## config.mk

```make
export PLATFORM = sky130hd
export DESIGN_NAME = ukg_unlock_gate
export DESIGN_NICKNAME = d
export VERILOG_FILES = /design/src/rtl/ukg_pkg.sv /design/src/rtl/ukg_xfer_decode.sv /design/src/rtl/ukg_key_seq.sv /design/src/rtl/ukg_prot_write.sv /design/src/rtl/ukg_status_read.sv /design/src/rtl/ukg_unlock_gate.sv
export SDC_FILE = /design/constraint.sdc
export NUM_CORES = 1
export LEC_CHECK = 0
export BUFFER_PORTS_ARGS = -buffer_cell sky130_fd_sc_hd__buf_4
export CAP_MARGIN = 10
export CORE_MARGIN = 3
export CORE_UTILIZATION = 40
export DETAILED_ROUTE_END_ITERATION = 8
export GPL_TIMING_DRIVEN = 0
export PLACE_DENSITY = 0.88
export SYNTH_ARGS = -nofsm -noshare
export SYNTH_HDL_FRONTEND = slang
export SYNTH_SLANG_ARGS = --single-unit
```

## constraint.sdc

```tcl
create_clock -name clk -period 2.5 [get_ports clk]
set_input_delay 0.375 -clock clk [delete_from_list [all_inputs] [get_ports clk]]
set_output_delay 0.375 -clock clk [all_outputs]
set_load 0.02 [all_outputs]
```

## src/rtl/ukg_pkg.sv

```systemverilog
// Shared types for the keyed write gate.
// Assumes a byte-addressed window with transfers right-aligned on the data bus.
package ukg_pkg;

    // Transfer size encoding on the write and read request ports.
    typedef enum logic [1:0] {
        SZ_BYTE = 2'b00,
        SZ_HALF = 2'b01,
        SZ_WORD = 2'b10,
        SZ_RSVD = 2'b11
    } xfer_size_e;

    // Key sequencer states; the order is the unlock order.
    typedef enum logic [1:0] {
        GATE_LOCKED = 2'd0,
        GATE_ARMED  = 2'd1,
        GATE_OPEN   = 2'd2
    } gate_state_e;

    // Strobes toward the watchdog core.
    typedef struct packed {
        logic load_a;
        logic load_b;
        logic reload;
        logic flag_clr;
    } core_strobe_t;

endpackage

```

## src/rtl/ukg_xfer_decode.sv

```systemverilog
// Write-transfer decoder.
// Zero-extends the data from the transfer size and flags the two key
// values at the kick offset. Purely combinational.
// Assumes DATA_W >= 16 and that the reserved size never matches a key.
module ukg_xfer_decode
    import ukg_pkg::*;
#(
    parameter int                ADDR_W   = 4,
    parameter int                DATA_W   = 32,
    parameter logic [ADDR_W-1:0] OFF_KICK = ADDR_W'(12),
    parameter logic [7:0]        KEY_ARM  = 8'h80,
    parameter logic [7:0]        KEY_OPEN = 8'h86
) (
    input  logic [ADDR_W-1:0] addr,
    input  xfer_size_e        size,
    input  logic [DATA_W-1:0] data,
    output logic [DATA_W-1:0] eff,
    output logic              hit_arm,
    output logic              hit_open,
    output logic              is_wide
);
    localparam logic [DATA_W-1:0] ARM_EXT  = {{(DATA_W-8){1'b0}}, KEY_ARM};
    localparam logic [DATA_W-1:0] OPEN_EXT = {{(DATA_W-8){1'b0}}, KEY_OPEN};

    logic at_kick;
    logic size_ok;

    // Size-dependent zero extension of the written value.
    always_comb begin
        eff = '0;
        unique case (size)
            SZ_BYTE: eff[7:0]  = data[7:0];
            SZ_HALF: eff[15:0] = data[15:0];
            SZ_WORD: eff       = data;
            default: eff       = '0;
        endcase
    end

    // Key matches and transfer classification.
    always_comb begin
        at_kick  = (addr == OFF_KICK);
        size_ok  = (size != SZ_RSVD);
        hit_arm  = at_kick && size_ok && (eff == ARM_EXT);
        hit_open = at_kick && size_ok && (eff == OPEN_EXT);
        is_wide  = (size == SZ_HALF) || (size == SZ_WORD);
    end

endmodule

```

## src/rtl/ukg_key_seq.sv

```systemverilog
// Key sequencer: locked -> armed -> open.
// The arm key re-arms from any state. The open key only advances an armed gate.
// An open gate is used up by any halfword or word write other than the arm key.
// Assumes hit_arm/hit_open/is_wide describe the write presented this cycle.
module ukg_key_seq
    import ukg_pkg::*;
(
    input  logic        clk,
    input  logic        rst_n,
    input  logic        wr_en,
    input  logic        hit_arm,
    input  logic        hit_open,
    input  logic        is_wide,
    output gate_state_e gate_q
);
    gate_state_e gate_d;

    // Next-state selection; priority follows the key order.
    always_comb begin
        gate_d = gate_q;
        if (wr_en) begin
            if (hit_arm)
                gate_d = GATE_ARMED;
            else if (hit_open && gate_q == GATE_ARMED)
                gate_d = GATE_OPEN;
            else if (gate_q == GATE_OPEN && is_wide)
                gate_d = GATE_LOCKED;
        end
    end

    // State register with synchronous reset to locked.
    always_ff @(posedge clk) begin
        if (!rst_n) gate_q <= GATE_LOCKED;
        else        gate_q <= gate_d;
    end

endmodule

```

## src/rtl/ukg_prot_write.sv

```systemverilog
// Protected-write stage.
// Turns the single write admitted by an open gate into registered one-cycle
// strobes, and holds the last preload value.
// Assumes eff is already zero-extended from the transfer size and that
// PRELOAD_W exceeds every control bit index used here.
module ukg_prot_write
    import ukg_pkg::*;
#(
    parameter int                ADDR_W      = 4,
    parameter int                DATA_W      = 32,
    parameter int                PRELOAD_W   = 20,
    parameter logic [ADDR_W-1:0] OFF_PRE_A   = ADDR_W'(0),
    parameter logic [ADDR_W-1:0] OFF_PRE_B   = ADDR_W'(4),
    parameter logic [ADDR_W-1:0] OFF_KICK    = ADDR_W'(12),
    parameter int                BIT_KICK    = 8,
    parameter int                BIT_FLAG_LO = 9,
    parameter int                BIT_FLAG_HI = 12
) (
    input  logic                 clk,
    input  logic                 rst_n,
    input  logic                 wr_en,
    input  gate_state_e          gate_q,
    input  logic [ADDR_W-1:0]    addr,
    input  xfer_size_e           size,
    input  logic [DATA_W-1:0]    eff,
    input  logic                 hit_arm,
    input  logic                 is_wide,
    output core_strobe_t         stb_q,
    output logic [PRELOAD_W-1:0] preload_q
);
    logic         grant;
    logic         word_ok;
    logic         half_kick;
    core_strobe_t stb_d;
    logic         unused_hi;

    assign unused_hi = ^eff[DATA_W-1:PRELOAD_W];

    // Admission: the one non-key wide write accepted while open.
    always_comb begin
        grant     = wr_en && (gate_q == GATE_OPEN) && !hit_arm && is_wide;
        word_ok   = grant && (size == SZ_WORD);
        half_kick = grant && (size == SZ_HALF) && (addr == OFF_KICK);
    end

    // Target decode for the admitted write.
    always_comb begin
        stb_d.load_a   = word_ok && (addr == OFF_PRE_A);
        stb_d.load_b   = word_ok && (addr == OFF_PRE_B);
        stb_d.reload   = half_kick && eff[BIT_KICK];
        stb_d.flag_clr = half_kick && (eff[BIT_FLAG_LO] || eff[BIT_FLAG_HI]);
    end

    // Strobe register: one cycle per admitted write.
    always_ff @(posedge clk) begin
        if (!rst_n) stb_q <= '0;
        else        stb_q <= stb_d;
    end

    // Preload value register: updated only by a preload load.
    always_ff @(posedge clk) begin
        if (!rst_n)
            preload_q <= '0;
        else if (stb_d.load_a || stb_d.load_b)
            preload_q <= eff[PRELOAD_W-1:0];
    end

endmodule

```

## src/rtl/ukg_status_read.sv

```systemverilog
// Status read path.
// A halfword read of the kick offset returns the reboot flag on two bit
// positions. Any other read, or no read, returns zero. The output is registered.
module ukg_status_read
    import ukg_pkg::*;
#(
    parameter int                ADDR_W      = 4,
    parameter int                DATA_W      = 32,
    parameter logic [ADDR_W-1:0] OFF_KICK    = ADDR_W'(12),
    parameter int                BIT_FLAG_LO = 9,
    parameter int                BIT_FLAG_HI = 12
) (
    input  logic              clk,
    input  logic              rst_n,
    input  logic              rd_en,
    input  logic [ADDR_W-1:0] rd_addr,
    input  xfer_size_e        rd_size,
    input  logic              flag,
    output logic [DATA_W-1:0] rd_data_q
);
    logic [DATA_W-1:0] rd_d;

    // Build the status word for a qualifying read.
    always_comb begin
        rd_d = '0;
        if (rd_en && rd_size == SZ_HALF && rd_addr == OFF_KICK) begin
            rd_d[BIT_FLAG_LO] = flag;
            rd_d[BIT_FLAG_HI] = flag;
        end
    end

    // Read data register.
    always_ff @(posedge clk) begin
        if (!rst_n) rd_data_q <= '0;
        else        rd_data_q <= rd_d;
    end

endmodule

```

## src/rtl/ukg_unlock_gate.sv

```systemverilog
// Keyed write gate, top level.
// Connects the decoder, key sequencer, protected-write stage and status read
// path. Assumes one write and/or one read per cycle, with no back-pressure.
module ukg_unlock_gate
    import ukg_pkg::*;
#(
    parameter int                ADDR_W      = 4,
    parameter int                DATA_W      = 32,
    parameter int                PRELOAD_W   = 20,
    parameter logic [ADDR_W-1:0] OFF_PRE_A   = ADDR_W'(0),
    parameter logic [ADDR_W-1:0] OFF_PRE_B   = ADDR_W'(4),
    parameter logic [ADDR_W-1:0] OFF_KICK    = ADDR_W'(12),
    parameter logic [7:0]        KEY_ARM     = 8'h80,
    parameter logic [7:0]        KEY_OPEN    = 8'h86,
    parameter int                BIT_KICK    = 8,
    parameter int                BIT_FLAG_LO = 9,
    parameter int                BIT_FLAG_HI = 12
) (
    input  logic                 clk,
    input  logic                 rst_n,
    input  logic                 wr_en,
    input  logic [ADDR_W-1:0]    wr_addr,
    input  logic [1:0]           wr_size,
    input  logic [DATA_W-1:0]    wr_data,
    input  logic                 rd_en,
    input  logic [ADDR_W-1:0]    rd_addr,
    input  logic [1:0]           rd_size,
    output logic [DATA_W-1:0]    rd_data,
    input  logic                 reboot_flag,
    output logic                 load_a,
    output logic                 load_b,
    output logic [PRELOAD_W-1:0] preload_val,
    output logic                 reload_pulse,
    output logic                 flag_clr_pulse
);
    xfer_size_e        wsz;
    xfer_size_e        rsz;
    logic [DATA_W-1:0] eff;
    logic              hit_arm;
    logic              hit_open;
    logic              is_wide;
    gate_state_e       gate_q;
    core_strobe_t      stb_q;

    assign wsz = xfer_size_e'(wr_size);
    assign rsz = xfer_size_e'(rd_size);

    ukg_xfer_decode #(
        .ADDR_W(ADDR_W), .DATA_W(DATA_W), .OFF_KICK(OFF_KICK),
        .KEY_ARM(KEY_ARM), .KEY_OPEN(KEY_OPEN)
    ) u_dec (
        .addr(wr_addr), .size(wsz), .data(wr_data), .eff(eff),
        .hit_arm(hit_arm), .hit_open(hit_open), .is_wide(is_wide)
    );

    ukg_key_seq u_seq (
        .clk(clk), .rst_n(rst_n), .wr_en(wr_en), .hit_arm(hit_arm),
        .hit_open(hit_open), .is_wide(is_wide), .gate_q(gate_q)
    );

    ukg_prot_write #(
        .ADDR_W(ADDR_W), .DATA_W(DATA_W), .PRELOAD_W(PRELOAD_W),
        .OFF_PRE_A(OFF_PRE_A), .OFF_PRE_B(OFF_PRE_B), .OFF_KICK(OFF_KICK),
        .BIT_KICK(BIT_KICK), .BIT_FLAG_LO(BIT_FLAG_LO), .BIT_FLAG_HI(BIT_FLAG_HI)
    ) u_pw (
        .clk(clk), .rst_n(rst_n), .wr_en(wr_en), .gate_q(gate_q),
        .addr(wr_addr), .size(wsz), .eff(eff), .hit_arm(hit_arm),
        .is_wide(is_wide), .stb_q(stb_q), .preload_q(preload_val)
    );

    ukg_status_read #(
        .ADDR_W(ADDR_W), .DATA_W(DATA_W), .OFF_KICK(OFF_KICK),
        .BIT_FLAG_LO(BIT_FLAG_LO), .BIT_FLAG_HI(BIT_FLAG_HI)
    ) u_rd (
        .clk(clk), .rst_n(rst_n), .rd_en(rd_en), .rd_addr(rd_addr),
        .rd_size(rsz), .flag(reboot_flag), .rd_data_q(rd_data)
    );

    assign load_a         = stb_q.load_a;
    assign load_b         = stb_q.load_b;
    assign reload_pulse   = stb_q.reload;
    assign flag_clr_pulse = stb_q.flag_clr;

endmodule

```

; After elaboration in Yosys (flattened, before gate mapping)
; Cells that the tools add are included.
[word_totals]
register_bits = 57
elab_cells = 53
input_bits = 49
[op_classes]
n_reduce_logical = 27
mux = 7
n_eq_ne = 11
[op_table]
columns = op, count
row1 = "32-bit by 8-bit == test with 1-bit output, second input constant", 2
row2 = 1-bit logical AND, 17
row3 = 16-bit 2-to-1 mux, 1
row4 = 8-bit 2-to-1 mux, 2
row5 = "4-bit == test, second input constant", 2
row6 = "2-bit by 1-bit == test with 1-bit output, second input constant", 3
row7 = 2-bit 2-to-1 mux, 3
row8 = "2-bit == test, second input constant", 2
row9 = "4-bit by 3-bit == test with 1-bit output, second input constant", 1
row10 = 4-bit logical NOT, 1
row11 = 1-bit logical OR, 3
row12 = 3-bit nonzero test, 1
row13 = 3-bit OR reduction, 1
row14 = 2-bit logical NOT, 1
row15 = "2-bit inequality test, second input constant", 1
row16 = 2-bit AND reduction, 1
row17 = 2-bit OR reduction, 1
row18 = 1-bit logical NOT, 1
row19 = 1-bit 2-to-1 mux, 1

; Depth between registers and ports, before layout
[logic_depth]
depth_word = 11
ltp_mapped = 8
mapped_depth_nobuf = 7

; Cells and area by module
; From an unflattened synthesis, not the netlist that was laid out.
[unflattened]
cells_unflattened = 205
hier_area_um2 = 1712.9
[modules_own_cells]
columns = mod, n_inst, area_each_um2, cells_each
row1 = ukg_prot_write, 1, 980.9, 104
row2 = ukg_xfer_decode, 1, 360.3, 54
row3 = ukg_status_read, 1, 282.8, 36
row4 = ukg_key_seq, 1, 88.8, 11

; Worst setup path after synthesis
; OpenSTA, ideal clock, no wires.
[synth_path]
path_type = input to register
startpoint = input port wr_size[0]
endpoint = register u_pw.stb_q[0] (netlist name)
setup_ns = 0.065
path_buffers = 0
arrival_time_ns = 1.751
slack_ns = 0.684
cell_stages = 6
path_cell_list = inv_1 > ha_1 > nor4_4 > nand3_1 > or4_1 > nor2_1
[synth_between]
elab_chain_cells = 11
elab_cells_between_ends = 20
[synth_lines]
columns = item, line
row1 = from (decl), ukg_unlock_gate.sv:23  ; input logic [1:0] wr_size,
row2 = 2-bit == test (tied with other cells), "ukg_xfer_decode.sv:31, ukg_xfer_decode.sv:45"
row3 = 3-bit OR reduction (no source line) / 2-bit OR reduction (equally long branches), -
row4 = 8-bit 2-to-1 mux, ukg_xfer_decode.sv:31  ; unique case (size)
row5 = 32-bit by 8-bit == test with 1-bit output, ukg_xfer_decode.sv:43  ; hit_arm = at_kick && size_ok && (eff == ARM_EXT);
row6 = 1-bit logical AND, ukg_xfer_decode.sv:43
row7 = 1-bit logical NOT, ukg_prot_write.sv:41  ; grant = wr_en && (gate_q == GATE_OPEN) && !hit_arm && is_wide;
row8 = 1-bit logical AND (2 in a row), ukg_prot_write.sv:41
row9 = 1-bit logical AND (2 in a row), ukg_prot_write.sv:43  ; half_kick = grant && (size == SZ_HALF) && (addr == OFF_KICK);
row10 = 1-bit logical AND *, ukg_prot_write.sv:51  ; stb_d.flag_clr = half_kick && (eff[BIT_FLAG_LO] || eff[BIT_FLAG_HI]);
; Every way passes the cells marked *; elsewhere a longest branch is shown, timed or not.
; A chain may end at the register's enable or synchronous reset.

; Final worst setup path
[layout_path]
startpoint = input port wr_size[0]
endpoint = register u_pw.preload_q[0]
[layout_between]
elab_chain_cells = 11
elab_cells_between_ends = 20
[layout_lines]
columns = item, line
row1 = 2-bit == test (tied with other cells), "ukg_xfer_decode.sv:31, ukg_xfer_decode.sv:45, ukg_prot_write.sv:42"
row2 = 3-bit OR reduction (no source line) / 2-bit OR reduction (equally long branches), -
row3 = 8-bit 2-to-1 mux, ukg_xfer_decode.sv:31
row4 = 32-bit by 8-bit == test with 1-bit output, ukg_xfer_decode.sv:43
row5 = 1-bit logical AND, ukg_xfer_decode.sv:43
row6 = 1-bit logical NOT, ukg_prot_write.sv:41
row7 = 1-bit logical AND (2 in a row), ukg_prot_write.sv:41
row8 = 1-bit logical AND, ukg_prot_write.sv:42  ; word_ok = grant && (size == SZ_WORD);
row9 = 1-bit logical AND (on tied branches), "ukg_prot_write.sv:48, ukg_prot_write.sv:49"
row10 = 1-bit logical OR, ukg_prot_write.sv:64  ; else if (stb_d.load_a || stb_d.load_b)
row11 = to (signal assigned), ukg_prot_write.sv:65  ; preload_q <= eff[PRELOAD_W-1:0];
row12 = to (decl), ukg_prot_write.sv:29  ; output logic [PRELOAD_W-1:0] preload_q
; Parallel ways exist; a longest one is shown, timed or not.

==> metrics.yaml <==
status: "finished clean"
hold_path_depth: 2
grt_pass1_vias: 1298
layout_commonest_cell: "buf_4"
grt_max_degree: 16
path_clk_slew_ps: 90
cap_violations: 0
port_buffers: 74
htree_levels: 1
cts-resized-gates: 0
synthCells: 169
yosys.area_share.simple_pct: 33.4
power_mw: 0.869
synth_top_family_by_area: "simple AND/OR/NAND/NOR gates"
synth_fa_ha_area_share_pct: 2.43
tightest_slew_ps: 554
ys.warnings.count: 0
cts.sinks: 27
first_pass_iters: 4
synth.top_cells.by_area: "dfxtp_1, buf_4, nor2b_1, nor3b_2, a21oi_1"
multi_input_area_um2: 827
synth_xor_area_share_pct: 0
synth_mux_area_share_pct: 3.24
place_congestion: 0.750
dieArea_um2: 4640
mostFrequentLayoutCells: "buf_4, conb_1, dfxtp_1"
fin_setup_tns_ps: 0
clockBufferDepth: 2
path_class: "input pin to flip-flop"
synth_seq_cells: 27
finClkSkew_ps: 1.29
yosysTopAreaCell: "dfxtp_1"
finalHoldViolations: 0
fill_cells: 326
die_h_um: 68.1
track_usage_pct: 16.8
finalMaxSlewViolations: 0
antenna_left: 0
core-area_um2: 3520
clk_latency_ps: 270
arrival_ps: 2080
pwr-share-clk_pct: 28.5
cts_setup_buffers: 0
dpl_cell_area_um2: 2260
cts_tree: "done"
grt_pass1_wl_um: 5930
dp_hpwl_um: 3410
rows: 21
reg2reg_depth: 6
fin_area_um2: 2310
p_switching_mw: 0.230
initial_core_util_pct: 43.8
yosys.area.top_type_share_pct: 35.0
required_ps: 2710
critPathCaptureType: "flip-flop"
drive_above_1_share_pct: 44.2
syn-cell-area_um2: 1540
die_w_um: 68.1
synth_cell_types: 32
finalSetupViolations: 0
area_growth_syn_to_layout_pct: 49.8
rsz0062_at_grt: "no"
fin_nets: 329
io-pin-count: 105
switching_share_pct: 26.4
vdd_drop_max_mv: 0.195
cts_hold_buf: 0
drc: 0
fmax_mhz: 534
cts_root_buf: "clkbuf_8"
start_kind: "input pin"
holdWs_ps: 250
overflow: 0
drtIter0Drc: 27
ys_seq_area_share_pct: 35.0
regArea_um2: 541
path_max_fanout: 10
routedWlPerCell_um: 12.6
drt_wl_total_um: 4060
slew_headroom_pct: 63.1
setup_ws_ps: 627
synth-compound-area-share_pct: 7.22
pwr-share-seq_pct: 49.4
p_per_area_nw_per_um2: 376
numCtsBuffers: 3
diodes: 0
antenna_found_initial: 0
avgSynthCellArea_um2: 9.13
period_minus_slack_ps: 1870
vias: 1448
leakage_nw: 1.11
hold_path_class: "input pin to flip-flop"
internal_power_mw: 0.640
pre_cts_slack_ps: 360
viasPerCell: 4.50
finalCritPeriodShare_pct: 74.9
comb_power_share_pct: 22.1
-- power by group through the flow --
stage | combinational, mW | sequential [mW] | clock (mW)
floorplan | 0.112 | 0.440 | 0
global placement | 0.186 | 0.440 | 0
detailed placement | 0.189 | 0.440 | 0
CTS | 0.189 | 0.430 | 0.254
global route | 0.207 | 0.430 | 0.272
finish | 0.192 | 0.430 | 0.248
-- final timing paths --
kind                                     endpoint              start  slack, ps
worst max-delay path            u_pw.preload_q[0]         wr_size[0]        630
worst min-delay path            u_rd.rd_data_q[9]         rd_addr[0]        250
worst max register to register  u_pw.preload_q[0]    u_seq.gate_q[0]        860
worst min register to register  u_pw.preload_q[2]  u_pw.preload_q[2]        520
-- layout make-up --
type / count / share of cell area (%)
multi-input combinational: 129 / 35.8
timing repair buffer: 74 / 24.0
inverter: 4 / 0.650
clock inverter: 1 / 0.217
clock buffer: 3 / 1.79
sequential: 27 / 23.4
buffer: 38 / 11.6
tap: 46 / 2.49
-- per-stage QoR --
stage / util (%) / instances
final: 65.6 / 322
after global routing: 65.6 / 322
after CTS: 65.6 / 322
after detailed placement: 64.3 / 318
after global placement: 64.3 / 318
after floorplan: - / 198
-- flip-flops by register name, summed over array words and instances (netlist names) --
name and cells:
u_pw.preload_q 20, u_pw.stb_q 4, u_rd.rd_data_q 1, u_seq.gate_q 2
-- cell families after synthesis --
logic type      after synthesis
mux                           5
fa+ha+maj                     3
flops                        27
simple gates                 71
compound gates               20
buf+inv                      42
other cells                   1
-- critical path, stage by stage --
cell and delay (ps):
buf_4 100, inv_1 40, ha_1 360, nor4_4 350, nand4_4 240, buf_6 220, nor3b_2 210, a21oi_1 60
nor2b_1 130
-- routing by layer --
layer  part of all wire (%)  track usage [%]
met1                     37             19.5
met3                    9.8             3.78
met2                     52             30.8
met4                   0.74             4.47
met5                      0                0
-- cell usage after synthesis --
library cell,count
a21boi_0,1
a21oi_1,15
a31oi_1,1
a41oi_1,1
buf_1,1
buf_2,2
buf_4,31
buf_6,1
clkbuf_1,3
conb_1,1
dfxtp_1,27
ha_1,3
inv_1,4
mux2i_1,5
nand2_1,2
nand3_1,1
nand3b_1,1
nand4_1,4
nand4_4,1
nor2_1,7
nor2b_1,25
nor3_1,1
nor3b_1,8
nor3b_2,7
nor4_1,9
nor4_2,1
nor4_4,1
nor4b_1,1
o21ai_0,1
o31a_1,1
or2b_1,1
or4_1,1
No activity file was read; power rests on OpenSTA's default activity.
